`src/rtl/trcf_pkg.sv`:
```
package trcf_pkg;
  localparam int CTL_W        = 32;
  localparam int CTL_GATE_BIT = 25;
  localparam int CTL_EXCL_BIT = 24;
  localparam int EV_W         = 7;
  localparam logic [EV_W-1:0] EV_ALWAYS = 7'h6F;
  localparam logic [EV_W-1:0] EV_SSTATE = 7'h20;
  localparam logic [2:0]      EV_CMP_HI = 3'b001;
endpackage

```
`src/rtl/trcf_ctl.sv`:
```
module trcf_ctl
  import trcf_pkg::*;
#(
  parameter int NCMP = 4
) (
  input  logic             clk,
  input  logic             rst_n,
  input  logic             ctl_we,
  input  logic [CTL_W-1:0] ctl_wdata,
  output logic             gate_en,
  output logic             excl_mode,
  output logic [NCMP-1:0]  cmp_sel
);
  logic ctl_unused;
  assign ctl_unused = ^ctl_wdata;

  always_ff @(posedge clk or negedge rst_n) begin
    if (!rst_n) begin
      gate_en   <= 1'b0;
      excl_mode <= 1'b0;
      cmp_sel   <= '0;
    end else if (ctl_we) begin
      gate_en   <= ctl_wdata[CTL_GATE_BIT];
      excl_mode <= ctl_wdata[CTL_EXCL_BIT];
      cmp_sel   <= ctl_wdata[NCMP-1:0];
    end
  end


  ctl_load_chk: assert property (@(posedge clk) disable iff (!rst_n)
    ctl_we |=> (gate_en == $past(ctl_wdata[CTL_GATE_BIT])) &&
               (excl_mode == $past(ctl_wdata[CTL_EXCL_BIT])) &&
               (cmp_sel == $past(ctl_wdata[NCMP-1:0])));

  ctl_hold_chk: assert property (@(posedge clk) disable iff (!rst_n)
    !ctl_we |=> $stable({gate_en, excl_mode, cmp_sel}));
endmodule

```
`src/rtl/trcf_range_filter.sv`:
```
module trcf_range_filter #(
  parameter int AW   = 32,
  parameter int NCMP = 4
) (
  input  logic [AW-1:0]      addr,
  input  logic [NCMP*AW-1:0] lo_bounds,
  input  logic [NCMP*AW-1:0] hi_bounds,
  input  logic [NCMP-1:0]    cmp_sel,
  input  logic               excl_mode,
  output logic [NCMP-1:0]    cmp_hit,
  output logic               permit
);
  function automatic logic in_range(input logic [AW-1:0] a,
                                    input logic [AW-1:0] lo,
                                    input logic [AW-1:0] hi);
    return (a >= lo) && (a < hi);
  endfunction

  for (genvar k = 0; k < NCMP; k++) begin : g_cmp
    assign cmp_hit[k] = in_range(addr, lo_bounds[k*AW +: AW], hi_bounds[k*AW +: AW]);
  end

  logic any_sel_hit;
  assign any_sel_hit = |(cmp_hit & cmp_sel);
  assign permit      = excl_mode ? !any_sel_hit : any_sel_hit;
endmodule

```
`src/rtl/trcf_startstop.sv`:
```
module trcf_startstop #(
  parameter int AW = 32
) (
  input  logic          clk,
  input  logic          rst_n,
  input  logic          addr_vld,
  input  logic [AW-1:0] addr,
  input  logic [AW-1:0] start_addr,
  input  logic [AW-1:0] stop_addr,
  output logic          start_hit,
  output logic          stop_hit,
  output logic          ss_q,
  output logic          ss_next
);
  assign start_hit = addr_vld && (addr == start_addr);
  assign stop_hit  = addr_vld && (addr == stop_addr);

  always_comb begin
    ss_next = ss_q;
    if (stop_hit)       ss_next = 1'b0;
    else if (start_hit) ss_next = 1'b1;
  end

  always_ff @(posedge clk or negedge rst_n) begin
    if (!rst_n) ss_q <= 1'b0;
    else        ss_q <= ss_next;
  end


  ss_stop_wins_chk: assert property (@(posedge clk) disable iff (!rst_n)
    stop_hit |=> !ss_q);

  ss_start_set_chk: assert property (@(posedge clk) disable iff (!rst_n)
    (start_hit && !stop_hit) |=> ss_q);

  ss_idle_hold_chk: assert property (@(posedge clk) disable iff (!rst_n)
    !addr_vld |=> $stable(ss_q));
endmodule

```
`src/rtl/trace_filter_unit.sv`:
```
module trace_filter_unit
  import trcf_pkg::*;
#(
  parameter int AW   = 32,
  parameter int NCMP = 4
) (
  input  logic               clk,
  input  logic               rst_n,
  input  logic               ctl_we,
  input  logic [CTL_W-1:0]   ctl_wdata,
  input  logic [NCMP*AW-1:0] lo_bounds,
  input  logic [NCMP*AW-1:0] hi_bounds,
  input  logic [AW-1:0]      start_addr,
  input  logic [AW-1:0]      stop_addr,
  input  logic [EV_W-1:0]    ev_sel,
  input  logic [AW-1:0]      addr,
  input  logic               addr_vld,
  output logic               trace_en,
  output logic               ss_state
);
  logic            gate_en, excl_mode;
  logic [NCMP-1:0] cmp_sel, cmp_hit;
  logic            filt_permit;
  logic            start_hit, stop_hit, ss_q, ss_next;
  logic            ev_val, en_next;

  trcf_ctl #(.NCMP(NCMP)) ctl_i (
    .clk(clk), .rst_n(rst_n), .ctl_we(ctl_we), .ctl_wdata(ctl_wdata),
    .gate_en(gate_en), .excl_mode(excl_mode), .cmp_sel(cmp_sel)
  );

  trcf_range_filter #(.AW(AW), .NCMP(NCMP)) filt_i (
    .addr(addr), .lo_bounds(lo_bounds), .hi_bounds(hi_bounds),
    .cmp_sel(cmp_sel), .excl_mode(excl_mode),
    .cmp_hit(cmp_hit), .permit(filt_permit)
  );

  trcf_startstop #(.AW(AW)) ss_i (
    .clk(clk), .rst_n(rst_n), .addr_vld(addr_vld), .addr(addr),
    .start_addr(start_addr), .stop_addr(stop_addr),
    .start_hit(start_hit), .stop_hit(stop_hit),
    .ss_q(ss_q), .ss_next(ss_next)
  );

  function automatic logic ev_value(input logic [EV_W-1:0] sel,
                                    input logic [NCMP-1:0] hits,
                                    input logic            ss);
    logic v;
    v = 1'b0;
    if (sel == EV_ALWAYS)      v = 1'b1;
    else if (sel == EV_SSTATE) v = ss;
    else if (sel[EV_W-1:4] == EV_CMP_HI) begin
      for (int k = 0; k < NCMP; k++)
        if (sel[3:0] == 4'(k)) v = hits[k];
    end
    return v;
  endfunction

  assign ev_val  = ev_value(ev_sel, cmp_hit, ss_q);
  assign en_next = ev_val && filt_permit && (ss_next || !gate_en);

  always_ff @(posedge clk or negedge rst_n) begin
    if (!rst_n)        trace_en <= 1'b0;
    else if (addr_vld) trace_en <= en_next;
  end

  assign ss_state = ss_q;


  en_hold_chk: assert property (@(posedge clk) disable iff (!rst_n)
    !addr_vld |=> $stable(trace_en));

  incl_empty_chk: assert property (@(posedge clk) disable iff (!rst_n)
    (addr_vld && !excl_mode && (cmp_sel == '0)) |=> !trace_en);

  excl_empty_chk: assert property (@(posedge clk) disable iff (!rst_n)
    (addr_vld && excl_mode && (cmp_sel == '0) && (ev_sel == EV_ALWAYS) && !gate_en)
      |=> trace_en);

  gate_block_chk: assert property (@(posedge clk) disable iff (!rst_n)
    (addr_vld && gate_en && stop_hit) |=> !trace_en);

  ss_out_chk: assert property (@(posedge clk) disable iff (!rst_n)
    (addr_vld && start_hit && !stop_hit) |=> ss_state);
endmodule

```
`config.mk`:
```
export PLATFORM = sky130hd
export DESIGN_NAME = trace_filter_unit
export DESIGN_NICKNAME = d
export VERILOG_FILES = /design/src/rtl/trcf_pkg.sv /design/src/rtl/trcf_ctl.sv /design/src/rtl/trcf_range_filter.sv /design/src/rtl/trcf_startstop.sv /design/src/rtl/trace_filter_unit.sv
export SDC_FILE = /design/constraint.sdc
export NUM_CORES = 1
export LEC_CHECK = 0
export BUFFER_PORTS_ARGS = -buffer_cell sky130_fd_sc_hd__buf_2
export CORE_AREA = 2 2 153 155
export CTS_CLUSTER_DIAMETER = 40
export DETAILED_ROUTE_END_ITERATION = 10
export DIE_AREA = 0 0 155 157
export GPL_TIMING_DRIVEN = 0
export PLACE_DENSITY = 0.61
export SLEW_MARGIN = 20
export SYNTH_ARGS = -nofsm -noshare
export SYNTH_HDL_FRONTEND = slang
export SYNTH_HIERARCHICAL = 1
export SYNTH_SLANG_ARGS = --single-unit
```
`constraint.sdc`:
```
create_clock -name clk -period 2.8 [get_ports clk]
set_input_delay 0.56 -clock clk [delete_from_list [all_inputs] [get_ports clk]]
set_output_delay 0.56 -clock clk [all_outputs]
set_load 0.02 [all_outputs]
```
==> impl_metrics.env, run 1 <==
export IMPL_drc_errors=0
export IMPL_groute_usage_overall_pct=23.5
export IMPL_coreArea_mm2=0.0225
export IMPL_slew_headroom_pct=58.4
export IMPL_p_total_mw=1.78
export IMPL_fmax_mhz=329
export IMPL_clkTransAtPathRegs_ps=40
export IMPL_drt_iter0_drc=361
export IMPL_powerDensity_mw_per_mm2=177
export IMPL_syn_nets=1668
export IMPL_worst_clock_skew_ps=0.505
export IMPL_setup_violations=1
export IMPL_syn_cell_area_mm2=0.00739
export IMPL_critical_path_class="input pin to flop"
export IMPL_fin_area_mm2=0.0100
export IMPL_clk_latency_ps=230
export IMPL_hold_viol=0
export IMPL_vias=8310
export IMPL_cts_tree="yes"
export IMPL_avgSynthCellArea_um2=7.24
export IMPL_peakVddDrop_uv=223
export IMPL_cp_required_ps=2930
export IMPL_start_util_pct=32.8
export IMPL_crit_path_max_fanout=10
export IMPL_cp_arrival_ps=3170
export IMPL_netlist_instances=1021
export IMPL_hold_path_class="input pin to asynchronous set/reset pin"
export IMPL_dieArea_mm2=0.0243
export IMPL_fin_util_pct=44.7
export IMPL_drive_above_1_share_pct=29.5
export IMPL_rows=55
export IMPL_grt_overflow=0
export IMPL_drv_cap=0
export IMPL_violations="negative setup slack"
export IMPL_grt_pass1_wl_um=43900
export IMPL_start_kind="input pin"
export IMPL_antenna_found_initial=4
export IMPL_worst_pin_slew_ps=619
export IMPL_report_final_slew_viol_count=0
export IMPL_setup_slack_ps=-237
export IMPL_static_leakage_power_nw=6.04
export IMPL_fin_crit_ps=3040
export IMPL_cts_sinks=8
export IMPL_via_per_inst=4.94
export IMPL_cts_root_buffer="clkbuf_16"
export IMPL_layout_nets=2043
export IMPL_area_growth_pct=35.9
export IMPL_grt_pass1_vias=8181
export IMPL_io_pins=397
export IMPL_htree_levels=1
export IMPL_wirelength_um=29800
export IMPL_cts_buffers_inserted=3
export IMPL_endpoint_kind="flop"
export IMPL_cts_hold_buf=0
export IMPL_first_pass_iters=7
export IMPL_grt_max_degree=11
export IMPL_outcome="complete, but fails checks"
export IMPL_die_height_um=157
export IMPL_port_buffers=369
export IMPL_chipWidth_um=155
export IMPL_cts_buffer_depth=2
export IMPL_hold_slack_ps=174
export IMPL_grt_setup_unrepaired="yes"
export IMPL_gp_congestion=0.874
export IMPL_synth_warnings=6
export IMPL_postPlaceCellArea_mm2=0.00961
export IMPL_drtAntennaViolNets=0
export IMPL_wl_per_cell_um=17.7
export IMPL_finalCritPeriodShare_pct=108
export IMPL_dpl_hpwl_um=25900
[routing by layer]
| layer | global-route usage (%) | vias up | routed length [um] |
|---|---|---|---|
| li1 | - | 4295 | - |
| met3 | 3.19 | 30 | 2130 |
| met5 | 0 | - | 13 |
| met2 | 44.7 | 323 | 14800 |
| met1 | 28.6 | 3660 | 12400 |
| met4 | 3.17 | 2 | 447 |
[per-stage QoR]
step                cells  TNS (ps)  setup WS (ps)
finish               1681      -237           -237
global route         1680      -350           -350
CTS                  1679      -243           -243
detailed placement   1675     -1530          -1530
global placement     1675     -1610          -1610
floorplan            1021         0           36.8
[sequential cells by signal, summed over array words and instances, names as in the netlist]
register         count
ctl_i/cmp_sel        4
trace_en             1
ss_i/ss_q            1
ctl_i/gate_en        1
ctl_i/excl_mode      1
[power by group]
part | internal [mW] | switching [mW] | total [mW] | leakage [nW]
Combinational | 0.652 | 0.760 | 1.41 | 5.91
Sequential | 0.125 | 0.00604 | 0.131 | 0.0981
Clock | 0.184 | 0.0510 | 0.235 | 0.0370
[placed cells by master (no fill, tap or decap), drive strengths merged, types with 4 or more instances in the layout]
cell type and count:
nand4 39, a21o 14, inv 257, o211ai 5, nor3 11, ha 252
dfrtp 8, a221oi 8, a31oi 5, a211oi 11, mux2 6, nor2 35
o21ai 45, nor2b 5, nand2b 7, a21oi 99, a2111oi 5, and4 8
nand3 20, xor2 36, nand2 69, a211o 4, clkbuf 8, xnor2 29
nor4 13, buf 366, o21a 5
[path summary, 6_finish.rpt]
check | depth (start not counted) | endpoint | start | slack [ps]
max | 12 | trace_en | addr[25] | -240
min | 1 | trace_en | rst_n | 170
max reg2reg | 6 | trace_en | ctl_i/cmp_sel[1] | 1150
min reg2reg | 1 | ctl_i/cmp_sel[1] | ctl_i/cmp_sel[1] | 520
max in group asynchronous | 1 | ctl_i/excl_mode | rst_n | 2450
min in group clk | 1 | ctl_i/cmp_sel[1] | ctl_i/cmp_sel[1] | 520
[what timing repair did]
action / 4_1_cts / 5_1_grt
pin swaps: 16 / 5
gates resized for setup: 52 / 22
endpoints found under the setup margin: 1 / 1
setup buffers: 1 / 0
[worst max-delay path, cell delays in order]
cell and delay (ps):
buf_2 230, ha_1 360, nand4_1 200, nor4_4 330, a22oi_1 100, o211ai_1 180, a31oi_4 70, or4b_4 490
nand4_1 140, xor2_1 160, o2111ai_1 130, o32ai_2 210
[layout make-up]
class                           instances  area, um^2
Clock buffer                            3        75.1
Inverter                              257         965
Tap cell                              285         357
Fill cell                            2340       12500
Sequential cell                         8         200
Timing Repair Buffer                  370        1940
Buffer                                  1        11.3
Multi-Input combinational cell        755        6490
Antenna cell                            2        5.00
Power figures use the tool's default switching activity.
==> inputs of run 2 (changes only) <==
SETUP_SLACK_MARGIN = 0.05   (was not set)
==> run 2 against run 1 <==
The flow still finishes with violations (negative setup slack); combinational power barely moved; core utilization barely moved; cell count rose by 0.12%; critical endpoint unchanged; largest cell class unchanged.
==> impl_metrics.env, run 2 (synthesis results as in run 1) <==
export IMPL_outcome="complete, but fails checks"
export IMPL_violations="negative setup slack"
export IMPL_wirelength_um=29500
export IMPL_gp_congestion=0.837
export IMPL_largest_register_ffs=4
export IMPL_layout_nets=2045
export IMPL_grt_pass1_wl_um=43300
export IMPL_antenna_found_initial=2
export IMPL_slew_headroom_pct=53.6
export IMPL_worst_pin_slew_ps=691
export IMPL_crit_slowest_cell="or4b_1"
export IMPL_hold_path_class="input pin to asynchronous set/reset pin"
export IMPL_powerDensity_mw_per_mm2=178
export IMPL_peakVddDrop_uv=141
export IMPL_coreArea_mm2=0.0225
export IMPL_setup_slack_ps=-274
export IMPL_via_per_inst=4.93
export IMPL_chipWidth_um=155
export IMPL_final_common_cell="buf_2"
export IMPL_cts_tree="yes"
export IMPL_path_cells="buf_12 -> ha_4 -> a211o_1 -> a31oi_4 -> o31ai_4 -> a211o_4 -> a21oi_4 -> or4b_1 -> nand4_1 -> xor2_1 -> o2111ai_1 -> o32ai_2"
export IMPL_drtAntennaViolNets=0
export IMPL_io_pins=397
export IMPL_hold_viol=0
export IMPL_rows=55
export IMPL_area_growth_pct=36.1
export IMPL_top_register="ctl_i/cmp_sel"
export IMPL_dp_slack_ps=-1470
export IMPL_r2r_start="ctl_i/cmp_sel[1]"
export IMPL_drc_errors=0
export IMPL_cts_hold_buf=0
export IMPL_dpl_hpwl_um=25700
export IMPL_endpoint_kind="flop"
export IMPL_cts_root_buffer="clkbuf_16"
export IMPL_worst_clock_skew_ps=3.37
export IMPL_rr_endpoint="trace_en"
export IMPL_drive_above_1_share_pct=29.7
export IMPL_p_total_mw=1.79
export IMPL_start_kind="input pin"
export IMPL_clk_latency_ps=230
export IMPL_fillerInstances=2383
export IMPL_finalCritPeriodShare_pct=110
export IMPL_grt_max_degree=11
export IMPL_drt_iter0_drc=280
export IMPL_setup_violations=1
export IMPL_grt_setup_unrepaired="yes"
export IMPL_dieArea_mm2=0.0243
export IMPL_cp_required_ps=2940
export IMPL_rrSetupSlack_ps=1090
export IMPL_fin_crit_ps=3070
export IMPL_final_cell_mix="354 x buf_2, 255 x inv_1, 247 x ha_1"
export IMPL_grt_pass1_vias=8107
export IMPL_cts_buffers_inserted=3
export IMPL_cp_arrival_ps=3210
export IMPL_grt_overflow=0
export IMPL_vias=8297
export IMPL_drv_cap=0
export IMPL_critical_path_class="input pin to flop"
export IMPL_wl_per_cell_um=17.6
export IMPL_groute_usage_overall_pct=23.3
export IMPL_cts_buffer_depth=2
export IMPL_die_height_um=157
export IMPL_static_leakage_power_nw=6.05
export IMPL_fmax_mhz=325
export IMPL_port_buffers=369
export IMPL_finalSetupTns_ps=-274
export IMPL_cts_sinks=8
export IMPL_crit_path_max_fanout=10
export IMPL_slowest_delay_ps=470
export IMPL_htree_levels=1
export IMPL_rr_worst_depth=6
export IMPL_report_final_slew_viol_count=0
export IMPL_first_pass_iters=4
export IMPL_clkTransAtPathRegs_ps=40
export IMPL_start_util_pct=32.8
## run 2: cell types whose count changed in the layout (fill, tap and decap cells not counted), moves of 2 or more
| cell | previous run | this run |
|---|---|---|
| a21oi_1 | 94 | 96 |
| buf_2 | 352 | 354 |
| ha_4 | 5 | 3 |
| buf_4 | 5 | 11 |
| a21oi_2 | 4 | 2 |
| o21ai_1 | 4 | 2 |
| buf_6 | 7 | 3 |
| clkbuf_4 | 5 | 3 |
## run 2: per-layer routing
metal	GRT usage, %	vias to the layer above	part of all wire [%]
met3	3.96	39	6.8
met1	26.8	3663	41
met4	7.10	0	3.1
li1	-	4294	-
met2	43.8	301	49
met5	0	-	0
## run 2: worst max-delay path, delay by kind of cell
family,cells,cell delay (ps)
AOI/OAI and AO/OA,7,1460
xor gates and xnor gates,1,190
adders and majority gates,1,250
buffers and inverters,1,130
and+or+nand+nor,2,610
## run 2: area by class of cell
cell class	count	area, um^2	area share (%)
inverters	257	967	9.62
multi-input cells	755	6510	64.7
diodes	2	5.00	0.0498
flip-flops and latches	8	200	1.99
plain buffers	1	11.3	0.112
repair buffers	372	1930	19.2
well taps	285	357	3.55
clock buffers	3	75.1	0.746
## run 2: stage by stage
step / util (%) / instances / cell area [um^2] / hold WS [ps]
after global routing: 44.7 / 1683 / 10100 / 174
final: 44.7 / 1683 / 10100 / 170
after global placement: 42.8 / 1675 / 9620 / 416
after detailed placement: 42.8 / 1675 / 9620 / 417
after floorplan: - / 1021 / 7420 / 264
after CTS: 44.3 / 1679 / 9980 / 169
## run 2: what timing repair did
item,in CTS,in global routing
setup endpoints to repair,1,1
resized for setup,52,10
buffers inserted,1,2
pin swaps,13,7
## run 2: worst max path at each step
stage | cells past startpoint | slack (ps) | startpoint | end
detailed placement | 13 | -1470 | addr[0] | trace_en
finish | 12 | -270 | addr[2] | trace_en
global placement | 12 | -1740 | addr[18] | trace_en
global route | 12 | -410 | addr[25] | trace_en
CTS | 12 | -280 | addr[2] | trace_en
floorplan | 12 | 60 | hi_bounds[34] | trace_en
## run 2: where the power goes
part / switching, mW / leakage, nW / internal (mW) / total (mW)
clock: 0.0586 / 0.0370 / 0.184 / 0.243
sequential: 0.00550 / 0.0981 / 0.125 / 0.131
combinational: 0.760 / 5.92 / 0.654 / 1.41
==> inputs of run 3 (changes only) <==
BUFFER_PORTS_ARGS = -buffer_cell sky130_fd_sc_hd__buf_4   (was -buffer_cell sky130_fd_sc_hd__buf_2)
CELL_PAD_IN_SITES_DETAIL_PLACEMENT = 1   (was not set)
CELL_PAD_IN_SITES_GLOBAL_PLACEMENT = 1   (was not set)
CORE_AREA = 2 2 155 157   (was 2 2 153 155)
DIE_AREA = 0 0 157 159   (was 0 0 155 157)
PLACE_DENSITY = 0.83   (was 0.61)
==> run 3 against run 2 <==
The run still ends with negative setup slack left; critical path depth grew 1; cell count is 2.1% higher; via count up 5.9%; clock power grew 2%; register-to-register slack better by 40 ps; combinational power grew 15%; wire length increased by 17%; first-iteration DRC count shrank 16%; core utilization grew 2.9 points; setup slack better by 0.50 ps; worst hold slack got worse by 34 ps.
==> impl_metrics.env, run 3 (synthesis results as in run 1) <==
export IMPL_outcome="complete, but fails checks"
export IMPL_violations="negative setup slack"
export IMPL_comb_power_share_pct=81.0
export IMPL_worst_pin_slew_ps=681
export IMPL_drtAntennaViolNets=0
export IMPL_critical_path_class="input pin to flop"
export IMPL_cts_buffers_inserted=3
export IMPL_cts_sinks=8
export IMPL_static_leakage_power_nw=6.36
export IMPL_switching_power_mw=0.877
export IMPL_drc_errors=0
export IMPL_clk_latency_ps=240
export IMPL_port_buffers=369
export IMPL_rr_endpoint="trace_en"
export IMPL_powerDensity_mw_per_mm2=181
export IMPL_first_pass_iters=4
export IMPL_fmax_mhz=325
export IMPL_fin_crit_ps=3070
export IMPL_htree_levels=1
export IMPL_finalCritPeriodShare_pct=110
export IMPL_final_common_cell="buf_4"
export IMPL_wl_per_cell_um=20.1
export IMPL_largest_register_ffs=4
export IMPL_gp_congestion=0.857
export IMPL_power_frac_clock_pct=12.4
export IMPL_io_pins=397
export IMPL_endpoint_kind="flop"
export IMPL_worst_clock_skew_ps=6.56
export IMPL_cp_arrival_ps=3220
export IMPL_clkTransAtPathRegs_ps=40
export IMPL_slew_headroom_pct=54.2
export IMPL_grt_overflow=0
export IMPL_peakVddDrop_uv=208
export IMPL_drive_above_1_share_pct=30.4
export IMPL_grt_pass1_vias=9800
export IMPL_wirelength_um=34500
export IMPL_dieArea_mm2=0.0250
export IMPL_die_height_um=159
export IMPL_seq_power_share_pct=6.6
export IMPL_fillerInstances=2932
export IMPL_rrSetupSlack_ps=1130
export IMPL_path_cells="buf_4 -> ha_1 -> nand4_1 -> nor4_2 -> a22oi_1 -> o211ai_1 -> a31oi_2 -> buf_4 -> or4b_4 -> nand4_1 -> xor2_1 -> o2111ai_2 -> o32ai_2"
export IMPL_via_per_inst=5.11
export IMPL_crit_buf_inv=2
export IMPL_cp_required_ps=2940
export IMPL_setup_slack_ps=-273
export IMPL_p_total_mw=2.00
export IMPL_chipWidth_um=157
export IMPL_grt_setup_unrepaired="yes"
export IMPL_p_int_mw=1.12
export IMPL_hold_slack_ps=135
export IMPL_final_cell_mix="366 x buf_4, 255 x inv_1, 242 x ha_1"
export IMPL_r2r_start="ctl_i/cmp_sel[1]"
export IMPL_start_util_pct=31.9
export IMPL_layout_nets=2046
export IMPL_cts_hold_buf=0
export IMPL_drv_cap=0
export IMPL_top_register="ctl_i/cmp_sel"
export IMPL_hold_path_class="input pin to asynchronous set/reset pin"
export IMPL_rows=56
export IMPL_area_growth_pct=49.4
export IMPL_dp_slack_ps=-1370
export IMPL_coreArea_mm2=0.0232
export IMPL_cp_top_family="simple AND/OR/NAND/NOR gates"
export IMPL_vias=8785
export IMPL_report_final_slew_viol_count=0
export IMPL_cts_buffer_depth=2
export IMPL_rr_worst_depth=6
export IMPL_setup_violations=1
export IMPL_switching_share_pct=43.9
export IMPL_dpl_hpwl_um=29800
export IMPL_grt_max_degree=11
export IMPL_cts_tree="yes"
export IMPL_grt_pass1_wl_um=51300
export IMPL_crit_path_max_fanout=10
export IMPL_cts_root_buffer="clkbuf_16"
export IMPL_antenna_found_initial=2
export IMPL_slowest_delay_ps=480
export IMPL_hold_viol=0
export IMPL_start_kind="input pin"
export IMPL_crit_slowest_cell="or4b_4"
export IMPL_groute_usage_overall_pct=26.7
export IMPL_drt_iter0_drc=234
[run 3: how the worst max path moves through the flow]
stage | from | to | slack, ps | cells past startpoint
floorplan | hi_bounds[34] | trace_en | 60 | 12
global placement | addr[0] | trace_en | -1550 | 13
detailed placement | addr[0] | trace_en | -1370 | 13
CTS | addr[7] | trace_en | -240 | 12
global route | addr[2] | trace_en | -430 | 12
finish | addr[31] | trace_en | -270 | 13
[run 3: power by group through the flow]
stage / registers [mW] / clock network, mW / logic (mW)
after floorplan: 0.131 / 0 / 0.733
after global placement: 0.133 / 0 / 1.45
after detailed placement: 0.133 / 0 / 1.53
after CTS: 0.132 / 0.251 / 1.60
after global routing: 0.133 / 0.253 / 1.81
final: 0.132 / 0.248 / 1.62
[run 3: area by class of cell]
class / instances / area [um^2] / share of cell area, %
Timing Repair Buffer: 373 / 2850 / 25.8
Tap cell: 319 / 399 / 3.61
Multi-Input combinational cell: 755 / 6530 / 59.1
Inverter: 257 / 975 / 8.83
Antenna cell: 2 / 5.00 / 0.0453
Sequential cell: 8 / 200 / 1.81
Clock buffer: 3 / 75.1 / 0.680
Buffer: 1 / 11.3 / 0.102
[run 3: routing by layer]
metal | wire length (um) | track usage (%) | vias to the layer above
met1 | 12900 | 28.3 | 4072
met5 | 0 | 0 | -
met3 | 2770 | 6.07 | 75
met4 | 1160 | 7.63 | 0
met2 | 17600 | 51.7 | 345
li1 | - | - | 4293
[run 3: metrics by stage]
step                      TNS, ps  utilization, %  std cells  instance area, um^2
after detailed placement    -1370            45.7       1709                10600
after floorplan                 0               -       1021                 7420
final                        -273            47.6       1718                11000
after global placement      -1550            45.7       1709                10600
after global routing         -431            47.6       1716                11000
after CTS                    -243            47.0       1715                10900
[run 3: timing repair]
action,in CTS,in global routing
pin swaps,16,15
endpoints found under the setup margin,1,1
setup buffers,3,1
resized for setup,38,22
[run 3: worst register-to-register path, stage by stage, from the launching register on]
cell and delay (ps):
dfrtp_1 340, inv_1 40, or4b_4 520, nand4_1 140
xor2_1 180, o2111ai_2 150, o32ai_2 210
